`config.mk`:
```
export PLATFORM = sky130hd
export DESIGN_NAME = acc_alu
export DESIGN_NICKNAME = d
export VERILOG_FILES = /design/src/rtl/acc_alu_pkg.sv /design/src/rtl/acc_alu_addsub.sv /design/src/rtl/acc_alu_ccr_reg.sv /design/src/rtl/acc_alu.sv
export SDC_FILE = /design/constraint.sdc
export NUM_CORES = 1
export LEC_CHECK = 0
export BUFFER_PORTS_ARGS = -buffer_cell sky130_fd_sc_hd__buf_2
export CORE_MARGIN = 3
export CORE_UTILIZATION = 25
export DETAILED_ROUTE_END_ITERATION = 10
export HOLD_SLACK_MARGIN = 0.15
export PLACE_DENSITY = 0.46
export SLEW_MARGIN = 20
export SYNTH_ARGS = -nofsm -noshare
export SYNTH_HDL_FRONTEND = slang
export SYNTH_SLANG_ARGS = --single-unit
```
`constraint.sdc`:
```
create_clock -name clk -period 4 [get_ports clk]
set_input_delay 0.2 -clock clk [delete_from_list [all_inputs] [get_ports clk]]
set_output_delay 0.2 -clock clk [all_outputs]
set_load 0.01 [all_outputs]
```
`src/rtl/acc_alu_pkg.sv`:
```
package acc_alu_pkg;

    typedef enum logic [3:0] {
        OP_ADD_A      = 4'd0,
        OP_ADC_A      = 4'd1,
        OP_SUB_A      = 4'd2,
        OP_SBC_A      = 4'd3,
        OP_ADD_B      = 4'd4,
        OP_ADC_B      = 4'd5,
        OP_SUB_B      = 4'd6,
        OP_SBC_B      = 4'd7,
        OP_A_PLUS_B   = 4'd8,
        OP_A_MINUS_B  = 4'd9,
        OP_IDX_PLUS_B = 4'd10,
        OP_DEC_A      = 4'd11,
        OP_ADD_D      = 4'd12,
        OP_SUB_D      = 4'd13
    } alu_op_e;

    // Bit order is fixed: the surrounding core decodes these positions.
    typedef struct packed {
        logic stop_mask;
        logic xint_mask;
        logic half;
        logic int_mask;
        logic neg;
        logic zero;
        logic ovf;
        logic carry;
    } ccr_t;

    localparam ccr_t CCR_RESET = ccr_t'(8'hD0);

endpackage

```
`src/rtl/acc_alu_addsub.sv`:
```
module acc_alu_addsub #(
    parameter int W = 8
) (
    input  logic [W-1:0] a_i,
    input  logic [W-1:0] b_i,
    input  logic         cin_i,
    input  logic         sub_i,
    output logic [W-1:0] sum_o,
    output logic         cout_o,
    output logic         ovf_o
);
    logic [W-1:0] b_x;
    logic [W:0]   ext;

    always_comb begin
        b_x    = sub_i ? ~b_i : b_i;
        ext    = {1'b0, a_i} + {1'b0, b_x} + {{W{1'b0}}, sub_i ^ cin_i};
        sum_o  = ext[W-1:0];
        cout_o = sub_i ? ~ext[W] : ext[W];
        ovf_o  = (sub_i ? (a_i[W-1] ^ b_i[W-1]) : ~(a_i[W-1] ^ b_i[W-1]))
               & (ext[W-1] ^ a_i[W-1]);
    end
endmodule

```
`src/rtl/acc_alu_ccr_reg.sv`:
```
module acc_alu_ccr_reg
    import acc_alu_pkg::*;
(
    input  logic clk,
    input  logic rst_n,
    input  logic load_i,
    input  ccr_t next_i,
    output ccr_t q_o
);
    ccr_t ccr_d, ccr_q;

    always_comb begin
        ccr_d = load_i ? next_i : ccr_q;
    end

    always_ff @(posedge clk or negedge rst_n) begin
        if (!rst_n) ccr_q <= CCR_RESET;
        else        ccr_q <= ccr_d;
    end

    assign q_o = ccr_q;

    a_r10_load_takes_next: assert property (@(posedge clk) disable iff (!rst_n)
        load_i |=> (ccr_q == $past(next_i)));
    a_r10_hold_without_load: assert property (@(posedge clk) disable iff (!rst_n)
        !load_i |=> $stable(ccr_q));
endmodule

```
`src/rtl/acc_alu.sv`:
```
module acc_alu
    import acc_alu_pkg::*;
#(
    parameter int BYTE_W = 8
) (
    input  logic                  clk,
    input  logic                  rst_n,
    input  logic [3:0]            op_i,
    input  logic [BYTE_W-1:0]     acc_a_i,
    input  logic [BYTE_W-1:0]     acc_b_i,
    input  logic [2*BYTE_W-1:0]   idx_i,
    input  logic [2*BYTE_W-1:0]   opnd_i,
    input  logic                  ccr_load_i,
    output logic [2*BYTE_W-1:0]   result_o,
    output logic [7:0]            ccr_next_o,
    output logic [7:0]            ccr_o
);
    localparam int WORD_W   = 2 * BYTE_W;
    localparam int HALF_BIT = BYTE_W / 2;

    alu_op_e             op;
    ccr_t                ccr_q, ccr_nx;
    logic [BYTE_W-1:0]   a8, b8, sum8;
    logic                cin8, sub8, c8, v8, half8;
    logic [WORD_W-1:0]   a16, b16, sum16;
    logic                sub16, c16, v16;
    logic                is_byte_op;

    // Operand steering
    always_comb begin
        op    = alu_op_e'(op_i);
        a8    = acc_a_i;
        b8    = opnd_i[BYTE_W-1:0];
        cin8  = 1'b0;
        sub8  = 1'b0;
        a16   = {acc_a_i, acc_b_i};
        b16   = opnd_i;
        sub16 = 1'b0;
        case (op)
            OP_ADC_A:      cin8 = ccr_q.carry;
            OP_SUB_A:      sub8 = 1'b1;
            OP_SBC_A:      begin sub8 = 1'b1; cin8 = ccr_q.carry; end
            OP_ADD_B:      a8 = acc_b_i;
            OP_ADC_B:      begin a8 = acc_b_i; cin8 = ccr_q.carry; end
            OP_SUB_B:      begin a8 = acc_b_i; sub8 = 1'b1; end
            OP_SBC_B:      begin a8 = acc_b_i; sub8 = 1'b1; cin8 = ccr_q.carry; end
            OP_A_PLUS_B:   b8 = acc_b_i;
            OP_A_MINUS_B:  begin b8 = acc_b_i; sub8 = 1'b1; end
            OP_DEC_A:      begin b8 = {{(BYTE_W-1){1'b0}}, 1'b1}; sub8 = 1'b1; end
            OP_IDX_PLUS_B: begin a16 = idx_i; b16 = {{BYTE_W{1'b0}}, acc_b_i}; end
            OP_SUB_D:      sub16 = 1'b1;
            default:       ;
        endcase
    end

    acc_alu_addsub #(.W(BYTE_W)) u_byte (
        .a_i(a8), .b_i(b8), .cin_i(cin8), .sub_i(sub8),
        .sum_o(sum8), .cout_o(c8), .ovf_o(v8)
    );

    acc_alu_addsub #(.W(WORD_W)) u_word (
        .a_i(a16), .b_i(b16), .cin_i(1'b0), .sub_i(sub16),
        .sum_o(sum16), .cout_o(c16), .ovf_o(v16)
    );

    assign half8 = a8[HALF_BIT] ^ b8[HALF_BIT] ^ sum8[HALF_BIT];

    // Result and flag selection
    always_comb begin
        ccr_nx     = ccr_q;
        result_o   = '0;
        is_byte_op = 1'b0;
        case (op)
            OP_ADD_A, OP_ADC_A, OP_ADD_B, OP_ADC_B, OP_A_PLUS_B: begin
                is_byte_op   = 1'b1;
                result_o     = {{BYTE_W{1'b0}}, sum8};
                ccr_nx.neg   = sum8[BYTE_W-1];
                ccr_nx.zero  = (sum8 == '0);
                ccr_nx.ovf   = v8;
                ccr_nx.carry = c8;
                ccr_nx.half  = half8;
            end
            OP_SUB_A, OP_SBC_A, OP_SUB_B, OP_SBC_B, OP_A_MINUS_B: begin
                is_byte_op   = 1'b1;
                result_o     = {{BYTE_W{1'b0}}, sum8};
                ccr_nx.neg   = sum8[BYTE_W-1];
                ccr_nx.zero  = (sum8 == '0);
                ccr_nx.ovf   = v8;
                ccr_nx.carry = c8;
            end
            OP_DEC_A: begin
                is_byte_op   = 1'b1;
                result_o     = {{BYTE_W{1'b0}}, sum8};
                ccr_nx.neg   = sum8[BYTE_W-1];
                ccr_nx.zero  = (sum8 == '0);
                ccr_nx.ovf   = v8;
            end
            OP_IDX_PLUS_B: result_o = sum16;
            OP_ADD_D, OP_SUB_D: begin
                result_o     = sum16;
                ccr_nx.neg   = sum16[WORD_W-1];
                ccr_nx.zero  = (sum16 == '0);
                ccr_nx.ovf   = v16;
                ccr_nx.carry = c16;
            end
            default: ;
        endcase
    end

    acc_alu_ccr_reg u_ccr (
        .clk(clk), .rst_n(rst_n), .load_i(ccr_load_i),
        .next_i(ccr_nx), .q_o(ccr_q)
    );

    assign ccr_next_o = ccr_nx;
    assign ccr_o      = ccr_q;

    a_r2_zero_matches_byte: assert property (@(posedge clk) disable iff (!rst_n)
        is_byte_op |-> (ccr_next_o[2] == (result_o[BYTE_W-1:0] == '0)));
    a_r12_upper_byte_clear: assert property (@(posedge clk) disable iff (!rst_n)
        is_byte_op |-> (result_o[WORD_W-1:BYTE_W] == '0));
    a_r6_index_add_keeps_ccr: assert property (@(posedge clk) disable iff (!rst_n)
        (op_i == 4'd10) |-> (ccr_next_o == ccr_o));
    a_r7_dec_keeps_carry: assert property (@(posedge clk) disable iff (!rst_n)
        (op_i == 4'd11) |-> (ccr_next_o[0] == ccr_o[0] && ccr_next_o[5] == ccr_o[5]));
    a_r11_spare_codes_idle: assert property (@(posedge clk) disable iff (!rst_n)
        (op_i >= 4'd14) |-> (result_o == '0 && ccr_next_o == ccr_o));
    a_r9_mask_bits_fixed: assert property (@(posedge clk) disable iff (!rst_n)
        1'b1 |=> $stable({ccr_o[7:6], ccr_o[4]}));
endmodule

```
# Word-level counts from Yosys, hierarchy flattened
# Index checks and enable logic that the tools add are counted.
[word_totals]
reg_bits = 5
in_bits = 55
output_inout_bits = 32
wordCells = 66
[op_classes]
n_addsub = 4
n_eq_ne = 13
mux = 17
bitwise = 15
reduce_logical = 12
[ops]
columns = ["cell", "count"]
rows = [
  ["two-way mux 16 bit", 3],
  ["case mux 16 bit (2 select lines)", 1],
  ["== test 4 bit (second input constant)", 6],
  ["adder 16 x 16 -> 17 bit", 1],
  ["adder 17 x 1 -> 17 bit", 1],
  ["== test 4 x 3 -> 1 bit (second input constant)", 4],
  ["logical NOT 16 bit", 1],
  ["two-way mux 8 bit", 2],
  ["NOT 16 bit", 1],
  ["case mux 8 bit (2 select lines)", 1],
  ["OR reduction 11 bit", 1],
  ["OR reduction 10 bit", 1],
  ["adder 8 x 8 -> 9 bit", 1],
  ["adder 9 x 1 -> 9 bit", 1],
  ["== test 4 x 2 -> 1 bit (second input constant)", 2],
  ["logical NOT 8 bit", 1],
  ["two-way mux 1 bit", 8],
  ["NOT 8 bit", 1],
  ["OR reduction 4 bit", 2],
  ["bitwise XOR 1 bit", 7],
  ["case mux 3 bit (2 select lines)", 1],
  ["OR reduction 6 bit", 1],
  ["OR reduction 5 bit", 1],
  ["== test 4 x 1 -> 1 bit (second input constant)", 1],
  ["other kinds (6)", 11],
]

# Longest topological paths before layout
# Gate-level depths: netlist of the first run.
[depth]
depth_word = 10
ltp_mapped = 17
mapped_depth_nobuf = 16

# Hierarchy
# A second synthesis of the first run with hierarchy kept.
[unflattened]
cells_unflattened = 306
area_unflattened_um2 = 2700.1
[by_module_without_submodules]
columns = ["module", "instances", "cells_each", "area_per_inst_um2", "seq_area_each_um2"]
rows = [
  ["acc_alu", 1, 120, 973.4, 0.0],
  ["acc_alu_addsub at u_word", 1, 116, 945.9, 0.0],
  ["acc_alu_addsub at u_byte", 1, 53, 445.4, 0.0],
  ["acc_alu_ccr_reg", 1, 17, 335.3, 203.9],
]

# Worst setup path before layout of the first run
# No wires, ideal clock.
[synth_timing]
path_kind = "input port to output port"
from = "input port op_i[3]"
to = "output port ccr_next_o[2]"
arrival_ns = 3.688
t_required_ns = 3.800
path_slack_ns = 0.112
path_stages = 14
n_path_buf = 3
path_cell_list = "buf_2 > and4bb_1 > buf_6 > clkbuf_1 > mux2_2 > ha_1 > a21oi_1 > o21ai_0 > a221oi_1 > nand3_1 > xnor2_1 > nand4_1 > or4b_1 > o21ai_1"
[synth_via]
elab_chain_len = 9
word_cells_on_any_way = 39
cone_classes = "4 x add/sub; 13 x eq/ne; 10 x mux; 3 x bitwise; 9 x reduce/logical"
[synth_rtl]
columns = ["item", "line_no", "text"]
rows = [
  ["from (decl)", "acc_alu.sv:8", "input logic [3:0] op_i,"],
  ["branches (longest 8 deep; another with adder 16 x 16 -> 17 bit)", "--", ""],
  ["case mux 3 bit (2 select lines) (*)", "acc_alu.sv:73", "case (op)"],
  ["to (decl)", "acc_alu.sv:15", "output logic [7:0] ccr_next_o,"],
]
# Mark *: on every way between the ends.

# Worst setup path in the final report of the first run
[layout_timing]
from = "input port op_i[2]"
to = "output port ccr_next_o[2]"
# The elaborated chain is that of the path after synthesis.

==> impl_metrics.env, run 1 <==
export IMPL_period_share_pct=94.95
export IMPL_avgViaCountPerCell=5.028
export IMPL_holdWs_ns=0.2814
export IMPL_startpoint_type="input pin"
export IMPL_drive_above_1_share_pct=32.18
export IMPL_async_flop_share_pct=100.0
export IMPL_cts_tree="built"
export IMPL_syn_cell_area_mm2=0.002731
export IMPL_relSlewSlack_pct=50.64
export IMPL_diodes=0
export IMPL_clockRootBuffer="clkbuf_8"
export IMPL_muxShareOfSynthArea_pct=16.08
export IMPL_hold_viol_final=0
export IMPL_worstPathArrival_ns=3.60
export IMPL_final_common_cell="buf_2"
export IMPL_largest_register_ffs=5
export IMPL_path_delay_family="simple AND/OR/NAND/NOR gates"
export IMPL_path_cells="buf_2 > and4bb_4 > buf_12 > mux2i_2 > xor2_1 > inv_1 > fa_1 > nand2b_1 > a21oi_2 > or2_1 > a221o_1 > xnor2_1 > nand4_1 > or4b_4 > o21ai_1 > buf_2"
export IMPL_wl_um=10210
export IMPL_worst_slack_ns=0.2019
export IMPL_setup_violations=0
export IMPL_dpl_hpwl_um=8317
export IMPL_nets=544
export IMPL_die_y_um=110.5
export IMPL_crit_fanout=14
export IMPL_drt_iter0_drc=135
export IMPL_synth_top_family_by_area="compound AO/OA/AOI/OAI gates"
export IMPL_crit_buf_inv=4
export IMPL_syn_inst=378
export IMPL_clkLatencyLatePin_ns=0.22
export IMPL_ys_seq_area_share_pct=4.581
export IMPL_ys_seq_elements=5
export IMPL_hp_class="input pin to register"
export IMPL_drv_cap=0
export IMPL_fillers=1158
export IMPL_synthXorXnorAreaFrac_pct=12.73
export IMPL_period_minus_slack_ns=3.798
export IMPL_grt_pass1_wl_um=16140
export IMPL_track_usage_pct=15.78
export IMPL_cts_buffers_inserted=3
export IMPL_synthDistinctLibCells=60
export IMPL_ys_flop_type="dfrtp_1"
export IMPL_areaGrowthSynthToFinish_pct=28.36
export IMPL_max_freq_mhz=263.3
export IMPL_avgSynthCellArea_um2=7.226
export IMPL_cp_required_ns=3.80
export IMPL_start_util_pct=26.11
export IMPL_layout_common_cells="80 x buf_2, 48 x nand2_1, 32 x nor2_1"
export IMPL_post_place_ws_ns=0.1411
export IMPL_critPathCaptureType="output pin"
export IMPL_grt_overflow_total=0
export IMPL_vias=3012
export IMPL_clock_sinks=5
export IMPL_antenna_found_initial=0
export IMPL_synth_simple_area_share_pct=21.30
export IMPL_cpMostUsedCell="buf_2"
export IMPL_cpPeakStageDelay_ns=0.51
export IMPL_slew_violations=0
export IMPL_p_leak_uw=0.001619
export IMPL_dieWidth_um=110.5
export IMPL_dieArea_mm2=0.01222
export IMPL_drc=0
export IMPL_drt_pass1_iter_count=4
export IMPL_synthAdderAreaFrac_pct=12.28
export IMPL_rrSetupSlack_ns=0.72
export IMPL_avgRoutedWirePerCell_um=17.05
export IMPL_critical_path_class="input pin to output pin"
export IMPL_gp_congestion=0.9051
export IMPL_peakVddDrop_mv=0.1160
export IMPL_grt_pass1_vias=3047
export IMPL_cts_buffer_depth=2
export IMPL_clock_skew_ns=0.002764
export IMPL_instances_no_fill=599
export IMPL_io_pins=87
export IMPL_clkTransAtPathRegs_ns=0.04
export IMPL_slowest_stage="or4b_4"
export IMPL_num_rows=37
export IMPL_cellPowerDensity_mw_per_mm2=254.7
export IMPL_synth_compound_area_share_pct=26.75
export IMPL_fin_util_pct=33.51
export IMPL_yosys_warnings=0
export IMPL_core_area_mm2=0.01046
export IMPL_worst_pin_slew_ns=0.7377
export IMPL_drtAntennaViolNets=0
export IMPL_synth_edf_count=0
export IMPL_status="complete, no violations"
export IMPL_htreeDepth=1
export IMPL_grt_max_degree=28
export IMPL_io_buffers=80
export IMPL_dp_cells=591
## path summary, 6_finish.rpt
check	startpoint	depth (start not counted)	endpoint
max in group asynchronous	rst_n	2	u_ccr.q_o[3]$_DFFE_PN0P_
min in group asynchronous	rst_n	2	u_ccr.q_o[2]$_DFFE_PN0P_
hold reg to reg	u_ccr.q_o[1]$_DFFE_PN0P_	2	u_ccr.q_o[1]$_DFFE_PN0P_
hold / removal	ccr_load_i	2	u_ccr.q_o[0]$_DFFE_PN0P_
setup / recovery	op_i[2]	16	ccr_next_o[2]
setup reg to reg	u_ccr.q_o[0]$_DFFE_PN0P_	14	u_ccr.q_o[2]$_DFFE_PN0P_
## per-stage QoR
stage,setup TNS (ns),total power [µW],area [µm²]
floorplan,0,548.8,2750
global placement,0,773.7,3339
detailed placement,0,772.6,3339
CTS,0,874.9,3396
global route,-0.02183,979.6,3506
finish,0,893.0,3506
## final cells by class
cell class | instances | area [µm²] | area share (%)
clock buffers | 3 | 41.29 | 1.178
clock inverters | 1 | 5.005 | 0.1428
inverters | 11 | 41.29 | 1.178
multi-input cells | 343 | 2527 | 72.09
flip-flops and latches | 5 | 125.1 | 3.569
well taps | 136 | 170.2 | 4.854
repair buffers | 100 | 595.6 | 16.99
## logic make-up (layout without fill, tap and decap cells)
kind of cell | count (synthesis) | in the layout
buffers and inverters | 35 | 115
AO/OA/AOI/OAI | 110 | 110
XOR/XNOR | 38 | 38
other | 1 | 6
multiplexers | 41 | 41
AND/OR/NAND/NOR | 123 | 123
adder cells (fa/ha/maj) | 25 | 25
flip-flops | 5 | 5
## cells in the mapped netlist, drive strengths merged, types with 4 or more instances
cell type / instances / area [µm²]
xnor2: 22 / 192.7
clkbuf: 11 / 41.29
nand4: 5 / 31.28
a21o: 10 / 75.07
nor2: 34 / 130.1
mux2i: 18 / 180.2
a21oi: 27 / 135.1
ha: 22 / 275.3
nand2: 48 / 180.2
a31oi: 4 / 25.02
buf: 13 / 85.07
mux2: 23 / 259.0
a22oi: 4 / 30.03
nand2b: 9 / 56.30
o21ai: 28 / 140.1
dfrtp: 5 / 125.1
o21bai: 4 / 30.03
nand3: 5 / 25.02
o221a: 5 / 56.30
o31ai: 5 / 37.54
o22ai: 4 / 25.02
inv: 11 / 41.29
xor2: 15 / 131.4
## report_power, final
group          total [µW]  internal, µW  switching [µW]
clock                93.9          67.1            26.8
combinational         725           317             408
sequential           74.5          64.0            10.5
## per-layer routing
layer,track usage [%],wire (µm),vias up
met1,20.67,4655,1416
met4,2.135,70,0
li1,-,-,1536
met3,1.260,286,4
met5,0,0,-
met2,28.76,5198,56
## what timing repair did
action / in CTS / in global routing
hold endpoints to repair: 5 / 0
setup endpoints to repair: 0 / 2
hold buffers: 1 / 0
buffers inserted: 0 / 2
gates resized for setup: 0 / 15
Power figures use the tool's default switching activity.
==> inputs of run 2 (changes only) <==
--- a/config.mk
+++ b/config.mk
@@ -7,10 +7,11 @@
 export LEC_CHECK = 0
 export BUFFER_PORTS_ARGS = -buffer_cell sky130_fd_sc_hd__buf_2
 export CORE_MARGIN = 3
-export CORE_UTILIZATION = 25
+export CORE_UTILIZATION = 36
 export DETAILED_ROUTE_END_ITERATION = 10
 export HOLD_SLACK_MARGIN = 0.15
-export PLACE_DENSITY = 0.46
+export PLACE_DENSITY = 0.61
+export REMOVE_ABC_BUFFERS = 1
 export SLEW_MARGIN = 20
 export SYNTH_ARGS = -nofsm -noshare
 export SYNTH_HDL_FRONTEND = slang
==> run 2 against run 1 <==
- clock power rose by 3.6%
- final cell count fell by 5.3%
- routed wire length fell by 9.6%
- die area fell by 29%
- global-route usage rose by 5.1 points
- sequential share of layout area barely moved
- total power rose by 1.0%
- critical endpoint unchanged
==> impl_metrics.env, run 2 (synthesis gave the netlist of run 1 again) <==
export IMPL_grt_overflow_total=0
export IMPL_hp_class="input pin to register"
export IMPL_crit_buf_inv=3
export IMPL_clockRootBuffer="clkbuf_8"
export IMPL_hold_viol_final=0
export IMPL_track_usage_pct=20.89
export IMPL_final_common_cell="buf_2"
export IMPL_setup_violations=0
export IMPL_drive_above_1_share_pct=32.26
export IMPL_drt_pass1_iter_count=4
export IMPL_slew_violations=0
export IMPL_core_area_mm2=0.007292
export IMPL_grt_pass1_wl_um=14750
export IMPL_critPathCaptureType="output pin"
export IMPL_cts_tree="built"
export IMPL_path_cells="buf_2 > and4bb_2 > buf_4 > mux2i_1 > xor2_1 > ha_1 > a21oi_1 > o22ai_2 > a31oi_1 > nor4_1 > or3_1 > xnor2_2 > or4b_1 > o21ai_1 > buf_2"
export IMPL_holdWs_ns=0.2645
export IMPL_cts_buffer_depth=2
export IMPL_io_buffers=80
export IMPL_areaGrowthSynthToFinish_pct=26.84
export IMPL_drt_iter0_drc=137
export IMPL_layout_common_cells="80 x buf_2, 48 x nand2_1, 33 x nor2_1"
export IMPL_cpMostUsedCell="buf_2"
export IMPL_cellPowerDensity_mw_per_mm2=260.3
export IMPL_status="complete, no violations"
export IMPL_grt_pass1_vias=2915
export IMPL_nets=549
export IMPL_slowest_stage="or4b_1"
export IMPL_dieWidth_um=93.11
export IMPL_antenna_found_initial=0
export IMPL_p_leak_uw=0.001625
export IMPL_vias=3080
export IMPL_worst_pin_slew_ns=0.4934
export IMPL_relSlewSlack_pct=66.88
export IMPL_critical_path_class="input pin to output pin"
export IMPL_clkLatencyLatePin_ns=0.23
export IMPL_io_pins=87
export IMPL_drtAntennaViolNets=0
export IMPL_path_delay_family="simple AND/OR/NAND/NOR gates"
export IMPL_worstPathArrival_ns=3.65
export IMPL_diodes=0
export IMPL_cpPeakStageDelay_ns=0.50
export IMPL_largest_register_ffs=5
export IMPL_max_freq_mhz=259.8
export IMPL_startpoint_type="input pin"
export IMPL_design_area_mm2=0.003465
export IMPL_clkTransAtPathRegs_ns=0.04
export IMPL_period_share_pct=96.25
export IMPL_cts_buffers_inserted=3
export IMPL_grt_max_degree=25
export IMPL_avgRoutedWirePerCell_um=16.28
export IMPL_period_minus_slack_ns=3.850
export IMPL_fillers=789
export IMPL_wl_um=9229
export IMPL_drv_cap=0
export IMPL_cp_required_ns=3.80
export IMPL_peakVddDrop_mv=0.09921
export IMPL_avgViaCountPerCell=5.432
export IMPL_drc=0
export IMPL_setup_tns_ns=0
export IMPL_crit_fanout=5
export IMPL_num_rows=31
export IMPL_placed_area_mm2=0.003326
export IMPL_dieArea_mm2=0.008669
export IMPL_clock_sinks=5
export IMPL_clock_skew_ns=0.001712
export IMPL_htreeDepth=1
export IMPL_dpl_hpwl_um=7643
export IMPL_gp_congestion=0.9013
export IMPL_die_y_um=93.11
export IMPL_start_util_pct=37.46
-- run 2: cell types whose count changed in the layout (fill, tap and decap cells not counted), sizes merged --
cell    delta
buf        +5
clkbuf     +1
clkinv     -1
-- run 2: per-layer routing --
| metal | share of wire (%) | vias up | GRT usage, % | wire length [µm] |
|---|---|---|---|---|
| met2 | 50 | 90 | 36.11 | 4583 |
| met5 | 0 | - | 0 | 0 |
| met4 | 0.25 | 0 | 2.686 | 23 |
| met1 | 45 | 1438 | 28.98 | 4136 |
| met3 | 5.3 | 2 | 1.770 | 486 |
| li1 | - | 1550 | - | - |
-- run 2: path summary, 6_finish.rpt --
| kind | from | endpoint | slack [ns] | cells after the start |
|---|---|---|---|---|
| setup / recovery | op_i[2] | ccr_next_o[2] | 0.15 | 15 |
| hold / removal | ccr_load_i | u_ccr.q_o[0]$_DFFE_PN0P_ | 0.26 | 2 |
| setup reg to reg | u_ccr.q_o[0]$_DFFE_PN0P_ | u_ccr.q_o[2]$_DFFE_PN0P_ | 0.84 | 14 |
| hold reg to reg | u_ccr.q_o[1]$_DFFE_PN0P_ | u_ccr.q_o[1]$_DFFE_PN0P_ | 0.51 | 2 |
| max in group asynchronous | rst_n | u_ccr.q_o[1]$_DFFE_PN0P_ | 3.55 | 2 |
| min in group asynchronous | rst_n | u_ccr.q_o[3]$_DFFE_PN0P_ | 0.32 | 2 |
-- run 2: layout make-up --
| cell class | instances | area, µm² | area share [%] |
|---|---|---|---|
| well taps | 99 | 123.9 | 3.575 |
| multi-input cells | 343 | 2506 | 72.34 |
| clock buffers | 4 | 45.04 | 1.300 |
| inverters | 11 | 43.79 | 1.264 |
| repair buffers | 105 | 620.6 | 17.91 |
| flip-flops and latches | 5 | 125.1 | 3.611 |
-- run 2: per-stage QoR --
| step | util, % | cells | power (µW) | setup WS (ns) |
|---|---|---|---|---|
| final | 47.51 | 567 | 901.9 | 0.1501 |
| after global routing | 47.51 | 567 | 980.7 | -0.0005533 |
| after CTS | 46.36 | 565 | 876.5 | 0.1033 |
| after detailed placement | 45.61 | 560 | 775.3 | 0.1106 |
| after global placement | 45.61 | 560 | 772.4 | 0.1443 |
| after floorplan | - | 359 | 529.9 | -0.01528 |
-- run 2: where the power goes --
group	internal [µW]	switching [µW]
clock	68.7	28.6
sequential	64.0	10.6
combinational	327	403
-- run 2: what timing repair did --
action                                  CTS  global route
hold endpoints to repair                  5             0
hold buffers                              1             0
setup buffers                             0             1
endpoints found under the setup margin    0             3
resized for setup                         0            12
==> inputs of run 3 (changes only) <==
==> constraint.sdc (replaced) <==
create_clock -name clk -period 4 [get_ports clk]
set_input_delay 0.4 -clock clk [delete_from_list [all_inputs] [get_ports clk]]
set_output_delay 0.4 -clock clk [all_outputs]
set_load 0.01 [all_outputs]
==> run 3 against run 2 <==
- the run now ends with setup timing left
- first-iteration DRC count is 6.6% lower
- sequential power is 1% higher
- clock skew is 0.00098 ns lower
- largest power group unchanged
- highest routed layer unchanged
==> impl_metrics.env, run 3 (synthesis gave the netlist of run 1 again) <==
export IMPL_status="finished, violations left"
export IMPL_violations="setup timing"
export IMPL_use_met2_pct=38.27
export IMPL_antenna_found_initial=0
export IMPL_start_util_pct=37.46
export IMPL_core_area_mm2=0.007292
export IMPL_grt_pass1_wl_um=15640
export IMPL_dieArea_mm2=0.008669
export IMPL_dpl_hpwl_um=8041
export IMPL_startpoint_type="input pin"
export IMPL_p_leak_uw=0.001950
export IMPL_max_freq_mhz=246.6
export IMPL_switchingPower_uw=499.9
export IMPL_clock_sinks=5
export IMPL_period_share_pct=101.4
export IMPL_fillers=732
export IMPL_vias=3335
export IMPL_hp_class="input pin to register"
export IMPL_seqPwrFrac_pct=7.0
export IMPL_track_usage_pct=22.18
export IMPL_grt_overflow_total=0
export IMPL_drv_cap=0
export IMPL_setup_tns_ns=-0.05500
export IMPL_drc=0
export IMPL_grt_max_degree=23
export IMPL_critical_path_class="input pin to output pin"
export IMPL_cp_required_ns=3.60
export IMPL_drt_pass1_iter_count=4
export IMPL_clkTransAtPathRegs_ns=0.04
export IMPL_period_minus_slack_ns=4.055
export IMPL_relSlewSlack_pct=62.50
export IMPL_cts_buffers_inserted=3
export IMPL_p_clk_share_pct=8.9
export IMPL_final_common_cell="buf_2"
export IMPL_wl_um=10290
export IMPL_dieWidth_um=93.11
export IMPL_intPower_uw=575.4
export IMPL_cellPowerDensity_mw_per_mm2=265.7
export IMPL_clock_skew_ns=0.0007294
export IMPL_nets=603
export IMPL_fin_util_pct=55.49
export IMPL_clockRootBuffer="clkbuf_8"
export IMPL_worst_slack_ns=-0.05500
export IMPL_num_rows=31
export IMPL_io_pins=87
export IMPL_slew_violations=0
export IMPL_cts_tree="built"
export IMPL_swShare_pct=46.49
export IMPL_grt_use_met1_pct=30.06
export IMPL_htreeDepth=1
export IMPL_post_place_ws_ns=-0.1836
export IMPL_io_buffers=80
export IMPL_die_y_um=93.11
export IMPL_total_power_uw=1075
export IMPL_worst_pin_slew_ns=0.5588
export IMPL_peakVddDrop_mv=0.08648
export IMPL_areaGrowthSynthToFinish_pct=48.14
export IMPL_top_usage_layer="met2"
export IMPL_avgRoutedWirePerCell_um=16.57
export IMPL_grt_met3_usage_pct=2.011
export IMPL_gp_congestion=0.9540
export IMPL_clkLatencyLatePin_ns=0.22
export IMPL_avgViaCountPerCell=5.370
export IMPL_drtAntennaViolNets=0
export IMPL_setup_violations=1
export IMPL_grt_pass1_vias=3189
export IMPL_drive_above_1_share_pct=45.40
export IMPL_layout_common_cells="78 x buf_2, 75 x buf_4, 47 x nand2_1"
export IMPL_largest_register_ffs=5
export IMPL_rsz0062_at_grt="true"
export IMPL_hold_viol_final=0
export IMPL_worstPathArrival_ns=3.66
export IMPL_crit_fanout=8
export IMPL_diodes=0
export IMPL_cts_buffer_depth=2
export IMPL_combPwrFrac_pct=84.1
export IMPL_critPathCaptureType="output pin"
export IMPL_drt_iter0_drc=128
==> run 3: cell count changes in the layout (fill, tap and decap cells not counted), sizes merged <==
cell and change:
buf +55, clkbuf -1
==> run 3: repair_timing <==
item,4_1_cts,5_1_grt
setup endpoints to repair,3,6
pin swaps,15,14
hold buffers,1,0
setup buffers,5,5
endpoints found under the hold margin,5,0
cloned,1,0
gates resized for setup,29,24
==> run 3: path summary, 6_finish.rpt <==
kind | start | end | slack, ns | depth (start not counted)
setup / recovery | op_i[2] | ccr_next_o[2] | -0.06 | 15
hold / removal | ccr_load_i | u_ccr.q_o[0]$_DFFE_PN0P_ | 0.48 | 2
setup reg to reg | u_ccr.q_o[0]$_DFFE_PN0P_ | u_ccr.q_o[2]$_DFFE_PN0P_ | 0.72 | 15
hold reg to reg | u_ccr.q_o[1]$_DFFE_PN0P_ | u_ccr.q_o[1]$_DFFE_PN0P_ | 0.51 | 2
max in group asynchronous | rst_n | u_ccr.q_o[1]$_DFFE_PN0P_ | 3.34 | 2
min in group asynchronous | rst_n | u_ccr.q_o[5]$_DFFE_PN0P_ | 0.53 | 2
==> run 3: power by group through the flow <==
| stage | registers, µW | clock network [µW] | logic, µW |
|---|---|---|---|
| finish | 75.4 | 95.6 | 904 |
| global route | 75.9 | 102 | 979 |
| CTS | 75.0 | 96.5 | 836 |
| detailed placement | 75.4 | 0 | 783 |
| global placement | 74.5 | 0 | 775 |
| floorplan | 79.7 | 0 | 450 |
==> run 3: routing by layer <==
| layer | part of all wire [%] | vias to the layer above |
|---|---|---|
| met4 | 1.7 | 0 |
| met1 | 45 | 1575 |
| li1 | - | 1659 |
| met2 | 50 | 85 |
| met5 | 0 | - |
| met3 | 3.1 | 16 |
==> run 3: area by class of cell <==
class	count	area, µm²	share of cell area [%]
Multi-Input combinational cell	343	2691	66.51
Timing Repair Buffer	159	1020	25.20
Sequential cell	5	125.1	3.092
Tap cell	99	123.9	3.061
Clock buffer	4	45.04	1.113
Inverter	11	41.29	1.020
==> run 3: critical path: stages <==
cell and delay, ns:
buf_6 0.10, and4bb_2 0.34, buf_6 0.17, mux2i_1 0.22, xor2_1 0.18, ha_2 0.34, a21oi_1 0.19, o22ai_2 0.15
a31oi_2 0.21, nor4_1 0.07, or3_1 0.35, xnor2_2 0.15, or4b_4 0.49, o21ai_2 0.14, buf_2 0.14
==> run 3: stage by stage <==
stage / cells / instance area [µm²] / hold WS [ns]
2_1_floorplan: 359 / 2624 / 0.1044
3_3_place_gp: 605 / 3651 / 0.2193
3_5_place_dp: 605 / 3651 / 0.2226
4_1_cts: 616 / 3886 / 0.4721
5_1_grt: 621 / 4046 / 0.4802
6_report: 621 / 4046 / 0.4827
